File: config.mk
export PLATFORM = sky130hd
export DESIGN_NAME = spi_tgt_byte_if
export DESIGN_NICKNAME = d
export VERILOG_FILES = /design/src/rtl/spi_tgt_pkg.sv /design/src/rtl/spi_tgt_sync.sv /design/src/rtl/spi_tgt_edges.sv /design/src/rtl/spi_tgt_rx.sv /design/src/rtl/spi_tgt_tx.sv /design/src/rtl/spi_tgt_byte_if.sv
export SDC_FILE = /design/constraint.sdc
export NUM_CORES = 1
export LEC_CHECK = 0
export BUFFER_PORTS_ARGS = -buffer_cell sky130_fd_sc_hd__buf_2
export CORE_ASPECT_RATIO = 1.75
export CORE_MARGIN = 3
export CORE_UTILIZATION = 55
export DETAILED_ROUTE_END_ITERATION = 12
export PLACE_DENSITY_LB_ADDON = 0.3
export SETUP_SLACK_MARGIN = 0.4
export SLEW_MARGIN = 20
export SYNTH_ARGS = -nofsm -noshare
export SYNTH_HDL_FRONTEND = slang
export SYNTH_SLANG_ARGS = --single-unit
File: constraint.sdc
create_clock -name clk_i -period 3.2 [get_ports clk_i]
set_input_delay 0.96 -clock clk_i [delete_from_list [all_inputs] [get_ports clk_i]]
set_output_delay 0.96 -clock clk_i [all_outputs]
set_load 0.02 [all_outputs]
File: src/rtl/spi_tgt_pkg.sv
`timescale 1ns/1ps
package spi_tgt_pkg;
  localparam int unsigned BYTE_W = 8;
  localparam int unsigned CNT_W  = $clog2(BYTE_W);
  localparam logic [BYTE_W-1:0] IDLE_FILL = 8'hF0;

  typedef logic [BYTE_W-1:0] byte_t;

  // Byte actually sent for a request: defined data or the idle marker.
  function automatic byte_t pick_tx(input logic vld, input byte_t data);
    return vld ? data : IDLE_FILL;
  endfunction

  // Shift one new bit in at the LSB end (MSB-first reception).
  function automatic byte_t shift_in(input byte_t cur, input logic bit_in);
    return {cur[BYTE_W-2:0], bit_in};
  endfunction
endpackage

File: src/rtl/spi_tgt_sync.sv
`timescale 1ns/1ps
module spi_tgt_sync #(
  parameter int unsigned WIDTH  = 3,
  parameter int unsigned STAGES = 2,
  parameter logic [WIDTH-1:0] RST_VAL = '0
) (
  input  logic             clk_i,
  input  logic             rst_ni,
  input  logic [WIDTH-1:0] d_i,
  output logic [WIDTH-1:0] q_o
);
  logic [STAGES-1:0][WIDTH-1:0] pipe;

  for (genvar s = 0; s < STAGES; s++) begin : g_stage
    if (s == 0) begin : g_first
      always_ff @(posedge clk_i or negedge rst_ni) begin
        if (!rst_ni) pipe[s] <= RST_VAL;
        else         pipe[s] <= d_i;
      end
    end else begin : g_rest
      always_ff @(posedge clk_i or negedge rst_ni) begin
        if (!rst_ni) pipe[s] <= RST_VAL;
        else         pipe[s] <= pipe[s-1];
      end
    end
  end

  assign q_o = pipe[STAGES-1];
endmodule

File: src/rtl/spi_tgt_edges.sv
`timescale 1ns/1ps
module spi_tgt_edges (
  input  logic clk_i,
  input  logic rst_ni,
  input  logic sck_s_i,
  input  logic cs_s_i,
  output logic sck_rise_o,
  output logic sck_fall_o,
  output logic cs_fall_o,
  output logic cs_rise_o,
  output logic cs_active_o
);
  logic sck_q, cs_q;

  always_ff @(posedge clk_i or negedge rst_ni) begin
    if (!rst_ni) begin
      sck_q <= 1'b0;
      cs_q  <= 1'b1;
    end else begin
      sck_q <= sck_s_i;
      cs_q  <= cs_s_i;
    end
  end

  assign sck_rise_o  =  sck_s_i & ~sck_q;
  assign sck_fall_o  = ~sck_s_i &  sck_q;
  assign cs_fall_o   = ~cs_s_i  &  cs_q;
  assign cs_rise_o   =  cs_s_i  & ~cs_q;
  assign cs_active_o = ~cs_s_i;

  AST_CS_FALL_PULSE: assert property (@(posedge clk_i) disable iff (!rst_ni)
    cs_fall_o |=> !cs_fall_o);
  AST_CS_RISE_PULSE: assert property (@(posedge clk_i) disable iff (!rst_ni)
    cs_rise_o |=> !cs_rise_o);
endmodule

File: src/rtl/spi_tgt_rx.sv
`timescale 1ns/1ps
module spi_tgt_rx
  import spi_tgt_pkg::*;
(
  input  logic  clk_i,
  input  logic  rst_ni,
  input  logic  sck_rise_i,
  input  logic  cs_fall_i,
  input  logic  cs_active_i,
  input  logic  mosi_s_i,
  output logic  byte_done_o,
  output logic  rx_valid_o,
  output byte_t rx_byte_o
);
  logic [CNT_W-1:0] bit_cnt;
  byte_t            shreg;

  assign byte_done_o = sck_rise_i & cs_active_i & (bit_cnt == CNT_W'(BYTE_W-1));

  always_ff @(posedge clk_i or negedge rst_ni) begin
    if (!rst_ni) begin
      bit_cnt    <= '0;
      shreg      <= '0;
      rx_valid_o <= 1'b0;
      rx_byte_o  <= '0;
    end else begin
      rx_valid_o <= byte_done_o;
      if (byte_done_o) rx_byte_o <= shift_in(shreg, mosi_s_i);
      if (cs_fall_i || !cs_active_i) begin
        bit_cnt <= '0;
      end else if (sck_rise_i) begin
        bit_cnt <= bit_cnt + 1'b1;
        shreg   <= shift_in(shreg, mosi_s_i);
      end
    end
  end

  AST_RX_AFTER_RISE: assert property (@(posedge clk_i) disable iff (!rst_ni)
    rx_valid_o |-> $past(sck_rise_i));
  AST_RX_ONE_CYCLE: assert property (@(posedge clk_i) disable iff (!rst_ni)
    rx_valid_o |=> !rx_valid_o);
  AST_NO_BYTE_IDLE: assert property (@(posedge clk_i) disable iff (!rst_ni)
    !cs_active_i |-> !byte_done_o);
endmodule

File: src/rtl/spi_tgt_tx.sv
`timescale 1ns/1ps
module spi_tgt_tx
  import spi_tgt_pkg::*;
(
  input  logic  clk_i,
  input  logic  rst_ni,
  input  logic  cs_fall_i,
  input  logic  cs_rise_i,
  input  logic  cs_active_i,
  input  logic  sck_fall_i,
  input  logic  byte_done_i,
  input  logic  tx_valid_i,
  input  byte_t tx_byte_i,
  output logic  tx_req_o,
  output logic  miso_o,
  output logic  miso_oe_o
);
  byte_t tx_sh, tx_nxt;
  logic  pend;

  assign tx_req_o = cs_fall_i | byte_done_i;
  assign miso_o   = miso_oe_o & tx_sh[BYTE_W-1];

  always_ff @(posedge clk_i or negedge rst_ni) begin
    if (!rst_ni) begin
      tx_sh     <= '0;
      tx_nxt    <= '0;
      pend      <= 1'b0;
      miso_oe_o <= 1'b0;
    end else if (cs_fall_i) begin
      tx_sh     <= pick_tx(tx_valid_i, tx_byte_i);
      pend      <= 1'b0;
      miso_oe_o <= 1'b1;
    end else if (cs_rise_i) begin
      pend      <= 1'b0;
      miso_oe_o <= 1'b0;
    end else begin
      if (byte_done_i) begin
        tx_nxt <= pick_tx(tx_valid_i, tx_byte_i);
        pend   <= 1'b1;
      end
      if (sck_fall_i && cs_active_i) begin
        if (pend) begin
          tx_sh <= tx_nxt;
          pend  <= 1'b0;
        end else begin
          tx_sh <= tx_sh << 1;
        end
      end
    end
  end

  AST_OE_ONLY_CS_LOW: assert property (@(posedge clk_i) disable iff (!rst_ni)
    (!cs_active_i && !cs_rise_i) |-> !miso_oe_o);
  AST_MISO_HOLDS: assert property (@(posedge clk_i) disable iff (!rst_ni)
    (!sck_fall_i && !cs_fall_i && !cs_rise_i) |=> $stable(miso_o));
endmodule

File: src/rtl/spi_tgt_byte_if.sv
`timescale 1ns/1ps
module spi_tgt_byte_if
  import spi_tgt_pkg::*;
#(
  parameter int unsigned SYNC_STAGES = 2
) (
  input  logic       clk_i,
  input  logic       rst_ni,
  input  logic       sck_i,
  input  logic       cs_ni,
  input  logic       mosi_i,
  output logic       miso_o,
  output logic       miso_oe_o,
  output logic       rx_valid_o,
  output logic [7:0] rx_byte_o,
  output logic       tx_req_o,
  input  logic       tx_valid_i,
  input  logic [7:0] tx_byte_i,
  output logic       cs_fall_o,
  output logic       cs_rise_o
);
  // Synchronised pin bundle: {sck, cs, mosi}
  logic [2:0] pins_s;
  logic       sck_rise, sck_fall, cs_active, byte_done;

  spi_tgt_sync #(.WIDTH(3), .STAGES(SYNC_STAGES), .RST_VAL(3'b010)) u_sync (
    .clk_i (clk_i),
    .rst_ni(rst_ni),
    .d_i   ({sck_i, cs_ni, mosi_i}),
    .q_o   (pins_s)
  );

  spi_tgt_edges u_edges (
    .clk_i      (clk_i),
    .rst_ni     (rst_ni),
    .sck_s_i    (pins_s[2]),
    .cs_s_i     (pins_s[1]),
    .sck_rise_o (sck_rise),
    .sck_fall_o (sck_fall),
    .cs_fall_o  (cs_fall_o),
    .cs_rise_o  (cs_rise_o),
    .cs_active_o(cs_active)
  );

  spi_tgt_rx u_rx (
    .clk_i      (clk_i),
    .rst_ni     (rst_ni),
    .sck_rise_i (sck_rise),
    .cs_fall_i  (cs_fall_o),
    .cs_active_i(cs_active),
    .mosi_s_i   (pins_s[0]),
    .byte_done_o(byte_done),
    .rx_valid_o (rx_valid_o),
    .rx_byte_o  (rx_byte_o)
  );

  spi_tgt_tx u_tx (
    .clk_i      (clk_i),
    .rst_ni     (rst_ni),
    .cs_fall_i  (cs_fall_o),
    .cs_rise_i  (cs_rise_o),
    .cs_active_i(cs_active),
    .sck_fall_i (sck_fall),
    .byte_done_i(byte_done),
    .tx_valid_i (tx_valid_i),
    .tx_byte_i  (tx_byte_i),
    .tx_req_o   (tx_req_o),
    .miso_o     (miso_o),
    .miso_oe_o  (miso_oe_o)
  );

  AST_REQ_BEFORE_RX: assert property (@(posedge clk_i) disable iff (!rst_ni)
    rx_valid_o |-> $past(tx_req_o));
endmodule

### After elaboration in Yosys (flattened, before gate mapping)

Index checks and enable logic that the tools add are counted.

* equality and inequality tests: 2
* $add $sub $neg: 1
* bitwise gates (word level): 15
* reductions and logical operators: 8
* mux-type cells: 14

Operators with widths (number)
* 2-to-1 mux 8 bit: 5
* bitwise AND 1 bit: 7
* 2-to-1 mux 1 bit: 7
* inverter 1 bit: 7
* 2-to-1 mux 3 bit: 2
* nonzero test 2 bit: 3
* AND reduction 2 bit: 2
* adder 3 x 1 -> 3 bit, second input constant: 1
* equality test 3 bit, second input constant: 1
* AND reduction 3 bit: 1
* != test 2 x 1 -> 1 bit, second input constant: 1
* logical AND 1 bit: 1
* logical OR 1 bit: 1
* bitwise OR 1 bit: 1

* register bits after elaboration: 45
* input bits: 14
* output and inout bits: 14

### Depth between registers and ports, before layout

Gate-level depths: netlist of run 1.

* depth in word-level cells: 9
* depth in mapped cells: 7

### By module

A second synthesis of run 1 with hierarchy kept.

* cell total of the unflattened synthesis: 143
* area, all modules: 1923.1 um^2

By module, submodules not included
* spi_tgt_tx: area each 897.1 um^2, cells an instance 80, times used 1, sequential area each 450.4 um^2
* spi_tgt_rx: area each 765.7 um^2, cells an instance 47, times used 1, sequential area each 475.5 um^2
* spi_tgt_sync: area each 175.2 um^2, cells an instance 9, times used 1, sequential area each 152.6 um^2
* spi_tgt_edges: area each 85.1 um^2, cells an instance 7, times used 1, sequential area each 51.3 um^2

### Least setup slack after synthesis of run 1

Ideal clock, no wire load.

* path kind: reg2out
* start: register u_rx.bit_cnt[0]
* end: output port tx_req_o
* slack: 0.794 ns
* cell stages (with the launch flop): 7
* data arrival time: 1.446 ns
* path buffers: 2
* path through: dfrtp_1 ha_1 ha_1 nand4bb_1 buf_2 clkbuf_1 nand2_1

* word-level cells in the longest chain between the ends: 3

RTL lines
* start: declaration: RTL line spi_tgt_rx.sv:15 `logic [CNT_W-1:0] bit_cnt;`
* start signal: assignment: RTL line spi_tgt_rx.sv:32 `bit_cnt <= bit_cnt + 1'b1;`
* equality test 3 bit: RTL line spi_tgt_rx.sv:18 `assign byte_done_o = sck_rise_i & cs_active_i & (bit_cnt == CNT_W'(BYTE_W-1));`
* bitwise AND 1 bit: RTL line spi_tgt_rx.sv:18
* bitwise OR 1 bit: RTL line spi_tgt_tx.sv:21 `assign tx_req_o = cs_fall_i | byte_done_i;`
* end: declaration: RTL line spi_tgt_byte_if.sv:16 `output logic tx_req_o,`

Every way passes these cells.

### Final worst setup path of run 1

* start: register u_sync.pipe, in the netlist u_sync.q_o[1]
* end: output port tx_req_o

* word-level cells in the longest chain between the ends: 4

RTL lines
* start: declaration: RTL line spi_tgt_sync.sv:12 `logic [STAGES-1:0][WIDTH-1:0] pipe;`
* start signal: indexed assignment: RTL line spi_tgt_sync.sv:23 `else pipe[s] <= pipe[s-1];`
* inverter 1 bit (*): RTL line spi_tgt_edges.sv:27, spi_tgt_edges.sv:29
* bitwise AND 1 bit (2 in series): RTL line spi_tgt_rx.sv:18
* bitwise OR 1 bit (*): RTL line spi_tgt_tx.sv:21

Mark *: on every way between the ends. The rest lies on a longest branch, timed or not.

==> impl_metrics.ini, run 1 <==
[synth]
synth_cell_types = 25
yosys_most_used_dff = dfrtp_1
synth.cell_area_um2 = 1920
yosysWarnings = 0
synth_common_cells = 42 x dfrtp_1, 30 x nand2_1, 21 x o21ai_0
ys_ff_latch = 45
yosys-top-cells-area = dfrtp_1 55%, mux2_2 9.4%, mux2i_1 6.8%
ys_seq_area_share_pct = 58.7
synthArstFlopShare_pct = 100
synth_edf_count = 0
synthMostInstantiatedCell = dfrtp_1
syn_area_per_cell_um2 = 11.9
synth_cells = 162
synth_nets = 181
synth_area_leader_cell = dfrtp_1
yosys.area.top_type_share_pct = 54.6

[setup_path]
crit_path_end_kind = primary output
cp.arrival_ns = 1.69
cp.required_ns = 2.24
worstSetupPathType = reg2out
r2r_slack_ns = 1.22
start_kind = register
cp_max_fo = 11

[routing]
wl_um = 3600
via_count = 1262
dr.pass1.iters = 4
drc = 0
routedWlPerCell_um = 15.4
drt-vias-per-instance = 5.39
ant_nets = 0
drtIter0Drc = 20

[cts]
root_buffer = clkbuf_8
cts_buffers = 5
cts_buffer_depth = 2
cts_resized = 0
insertion_delay_ns = 0.30
cts_tree = built
cts_sinks = 45
htree_num_levels = 2
post_cts_buffers = 0
clk_pin_slew_ns = 0.07
holdBufCountCts = 0

[grt]
grt_pass1_vias = 1419
antenna_found_initial = 0
grt_overflow = 0
track_usage_pct = 19.6
grt_max_degree = 46
grt_pass1_wl_um = 6310

[power_and_ir_drop]
power_frac_clock_pct = 29.0
p_switching_mw = 0.282
power.internal_mw = 0.857
swShare_pct = 24.8
ir_drop_mv = 0.426
power_frac_comb_pct = 12.6
power.total_mw = 1.14
power_density_nw_per_um2 = 524
power_leakage_nw = 1.08
seqPwrFrac_pct = 58.4

[die]
num_io_pins = 28
core_area_um2 = 3240
die_h_um = 84.3
start_util_pct = 59.3
rows = 27
dieArea_um2 = 4270
die_w_um = 50.7

[layout]
multi_input_area_um2 = 749
drive_above_1_share_pct = 30.9
areaGrowthSynthToFinish_pct = 12.9
n_fill_cell = 283
diodes = 0
area.sequential_um2 = 1130
nets = 209

[sta]
fin_worst_skew_ns = 0.00268
final_max_slew_viol_count = 0
hold_viol = 0
setup_tns_ns = 0
period_share_pct = 82.9
rsz0062_at_grt = no
period_minus_slack_ns = 2.65
finalSetupViolations = 0
worstMarginPinSlew_ns = 0.952
slew_headroom_pct = 36.5
fin_ws_ns = 0.548
fmax_ghz = 0.377

[placed_design]
pre_cts_ws_ns = 0.870
io_buffers = 27
place_congestion = 0.797
place_hpwl_um = 2640

[job]
maxCapViolations = 0

[hold_path]
hold_path.class = reg2reg

[outcome]
status = finished clean
cells by family after synthesis:
group,synth area share (%)
flops,58.7
mux,16.1
compound gates,7.09
simple gates,12.0
fa+ha+maj,3.25
xor+xnor,0.455
buf+inv,2.34
routing by layer:
metal	track usage (%)	share of wire, %	vias up
met1	20.1	38	629
met3	4.97	4.2	6
li1	-	-	602
met2	36.1	56	25
met4	8.82	1.8	0
met5	0	0	-
placed cells by master (no fill, tap or decap), drive strengths merged:
| cell | count |
|---|---|
| inv | 4 |
| or3b | 1 |
| mux2 | 16 |
| ha | 5 |
| and2 | 2 |
| nand2b | 1 |
| mux2i | 13 |
| buf | 28 |
| a21oi | 1 |
| clkbuf | 6 |
| nand3b | 1 |
| and3b | 1 |
| clkinv | 2 |
| dfrtp | 42 |
| o21bai | 1 |
| nand4bb | 1 |
| dfstp | 3 |
| xor2 | 1 |
| a211oi | 1 |
| nand2 | 30 |
| nand3 | 3 |
| and2b | 1 |
| o21ai | 21 |
| nor2b | 6 |
final timing paths:
path                                 startpoint               to  cells past startpoint
worst max register to register  u_rx.bit_cnt[0]   u_tx.tx_nxt[1]                      7
worst min-delay path             u_sync.pipe[2]    u_sync.q_o[2]                      0
max in group asynchronous                rst_ni  u_rx.rx_valid_o                      1
min in group asynchronous                rst_ni        u_tx.pend                      1
worst min register to register   u_sync.pipe[2]    u_sync.q_o[2]                      0
worst max-delay path              u_sync.q_o[1]         tx_req_o                      5
through the flow:
step           utilization [%]  hold slack [ns]  instances  instance area (µm²)
2_1_floorplan                -            0.331        162                 1920
3_5_place_dp              64.5            0.343        226                 2090
3_3_place_gp              64.5            0.331        226                 2090
6_report                  67.0            0.357        234                 2170
5_1_grt                   67.0            0.364        234                 2170
4_1_cts                   67.0            0.360        234                 2170
flip-flops by register name (all words and copies together) (netlist names), 3 cells and up:
| name | cells |
|---|---|
| u_sync.pipe | 3 |
| u_rx.rx_byte_o | 8 |
| u_tx.tx_sh | 8 |
| u_tx.tx_nxt | 8 |
| u_rx.shreg | 7 |
| u_rx.bit_cnt | 3 |
| u_sync.q_o | 3 |
final cells by class:
cell class / instances / area share (%)
Clock buffer: 6 / 3.34
Clock inverter: 2 / 0.461
Inverter: 4 / 0.691
Multi-Input combinational cell: 106 / 34.5
Sequential cell: 45 / 52.0
Tap cell: 43 / 2.48
Timing Repair Buffer: 28 / 6.56
power groups by stage:
| stage | Clock, mW | Sequential [mW] | Combinational (mW) |
|---|---|---|---|
| after floorplan | 0 | 0.666 | 0.103 |
| after global placement | 0 | 0.674 | 0.139 |
| after detailed placement | 0 | 0.676 | 0.146 |
| after CTS | 0.346 | 0.665 | 0.146 |
| after global routing | 0.370 | 0.674 | 0.160 |
| final | 0.330 | 0.665 | 0.144 |
critical path, cell delays in order (launching register included):
cell,delay [ns]
dfstp_2,0.58
inv_1,0.07
ha_1,0.29
inv_2,0.22
nand2_1,0.07
buf_2,0.16
Power figures use the tool's default switching activity.
==> inputs of run 2 (changes only) <==
- ABC_AREA: not set -> 1
- CORE_UTILIZATION: 55 -> 51
- clock period: 3.2 -> 2.22 ns (I/O delays scaled with it)
==> run 2 against run 1 <==
Against the previous run:
- total power up 43%
- clock skew up 0.0092 ns
- first-iteration DRC count is 110% higher
- sequential cell count did not move
- setup slack lost 0.36 ns
- register-to-register slack got worse by 0.58 ns
- count of clock-buffer cells in the layout is 1 lower
- hold slack got worse by 0.060 ns
- critical path depth rose by 2
- largest power group unchanged
- highest routed layer unchanged
==> impl_metrics.ini, run 2 <==
[sta]
hold_viol = 0
slew_headroom_pct = 69.6
fin_worst_skew_ns = 0.0119
final_max_slew_viol_count = 0
period_minus_slack_ns = 2.03
worstMarginPinSlew_ns = 0.455
fin_ws_ns = 0.191
period_share_pct = 91.4
setup_tns_ns = 0
rsz0062_at_grt = yes
fmax_ghz = 0.493
finalSetupViolations = 0

[synth]
yosys.area.top_type_share_pct = 52.0
syn_area_per_cell_um2 = 8.49
synthArstFlopShare_pct = 100
yosysWarnings = 0
synth_cell_types = 16
yosys-top-cells-area = dfrtp_1 52%, nand2_1 18%, inv_1 7.1%
yosys_most_used_dff = dfrtp_1
synth_area_leader_cell = dfrtp_1
synth_common_cells = 95 x nand2_1, 42 x dfrtp_1, 38 x inv_1
synth_edf_count = 0
synthMostInstantiatedCell = nand2_1
synth.cell_area_um2 = 2020
synth_cells = 238
ys_ff_latch = 45
ys_seq_area_share_pct = 55.9
synth_nets = 257

[cts]
cts_sinks = 45
root_buffer = clkbuf_8
cts_buffer_depth = 2
cts_buffers = 5
insertion_delay_ns = 0.30
cts_tree = built
clk_pin_slew_ns = 0.09
htree_num_levels = 2

[routing]
ant_nets = 0
routedWlPerCell_um = 12.6
drtIter0Drc = 42
via_count = 1539
dr.pass1.iters = 4
drc = 0
drt-vias-per-instance = 4.84
wl_um = 4000

[grt]
busiest_layer = met2
grt.met3_usage_pct = 4.17
grt_overflow = 0
antenna_found_initial = 0
track_usage_pct = 20.0
grt_pass1_wl_um = 6670
met2_usage_pct = 35.8
grt_max_degree = 28
met1_usage_pct = 19.9
grt_pass1_vias = 1537

[die]
rows = 29
dieArea_um2 = 4780
die_h_um = 89.3
die_w_um = 53.6
core_area_um2 = 3700
start_util_pct = 54.6
num_io_pins = 28

[setup_path]
cp_max_fo = 3
start_kind = register
crit_path_end_kind = primary output
cp.required_ns = 1.55
worstSetupPathType = reg2out
cp.arrival_ns = 1.36

[power_and_ir_drop]
power_density_nw_per_um2 = 681
power_leakage_nw = 1.31
power.total_mw = 1.63
ir_drop_mv = 0.609

[layout]
top_regs = u_rx.rx_byte_o x8, u_tx.tx_nxt x8, u_tx.tx_sh x8
drive_above_1_share_pct = 21.3
diodes = 0
mostFrequentLayoutCells = 94 x nand2_1, 42 x dfrtp_1, 34 x inv_1, 25 x o21ai_0, 24 x buf_2
final_common_cell = nand2_1
nets = 290
n_fill_cell = 352
areaGrowthSynthToFinish_pct = 18.5

[placed_design]
place_congestion = 0.866
pre_cts_ws_ns = 0.408
io_buffers = 27
place_hpwl_um = 2960

[outcome]
status = finished clean

[job]
maxCapViolations = 0

[hold_path]
hold_path.class = in2async
## run 2: final cells by class
| cell class | count | area (µm²) | area share, % |
|---|---|---|---|
| clock buffers | 5 | 68.8 | 2.88 |
| well taps | 46 | 57.6 | 2.40 |
| clock inverters | 3 | 22.5 | 0.941 |
| repair buffers | 33 | 211 | 8.83 |
| inverters | 38 | 155 | 6.48 |
| multi-input cells | 148 | 748 | 31.3 |
| flip-flops and latches | 45 | 1130 | 47.2 |
## run 2: cell families (layout without fill, tap and decap cells)
group / count (synthesis) / count (layout) / synth area share [%]
simple gates: 116 / 116 / 23.8
buf+inv: 45 / 79 / 10.3
compound gates: 27 / 27 / 6.87
flops: 45 / 45 / 55.9
fa+ha+maj: 5 / 5 / 3.10
## run 2: worst paths after layout
kind | from | end | slack, ns | cells past startpoint
max in group asynchronous | rst_ni | u_sync.q_o[1] | 1.35 | 2
hold reg to reg | u_sync.pipe[2] | u_sync.q_o[2] | 0.35 | 0
min in group clk_i | u_sync.pipe[2] | u_sync.q_o[2] | 0.35 | 0
setup / recovery | u_rx.bit_cnt[0] | tx_req_o | 0.19 | 7
hold / removal | rst_ni | u_tx.tx_nxt[4] | 0.30 | 1
setup reg to reg | u_edges.cs_q | u_tx.tx_nxt[7] | 0.64 | 6
## run 2: worst max-delay path, stage by stage, from the launching register on
cell	delay [ns]
dfrtp_1	0.42
ha_4	0.18
ha_4	0.15
inv_2	0.06
nor2_4	0.04
nand2_4	0.06
nand2_4	0.04
buf_6	0.12
## run 2: power breakdown
part	switching [mW]	internal, mW	total [mW]
combinational	0.133	0.0814	0.215
sequential	0.0322	0.880	0.912
clock	0.283	0.221	0.504
## run 2: what timing repair did
item,in CTS,in global routing
endpoints found under the setup margin,3,3
resized for setup,16,3
buffers inserted,1,3
hold buffers,0,0
endpoints found under the hold margin,0,0
pin swaps,4,4
## run 2: per-stage QoR
step | instance area (µm²) | std cells | hold WS, ns | util (%)
5_1_grt | 2390 | 318 | 0.317 | 64.7
6_report | 2390 | 318 | 0.297 | 64.7
3_5_place_dp | 2200 | 306 | 0.336 | 59.4
3_3_place_gp | 2200 | 306 | 0.333 | 59.4
2_1_floorplan | 2050 | 238 | 0.331 | -
4_1_cts | 2350 | 315 | 0.307 | 63.6
## run 2: layer usage
metal | vias to the layer above | routed length (µm) | part of all wire [%]
met2 | 34 | 2140 | 54
li1 | 782 | - | -
met4 | 0 | 178 | 4.5
met1 | 707 | 1490 | 37
met3 | 16 | 185 | 4.6
met5 | - | 0 | 0
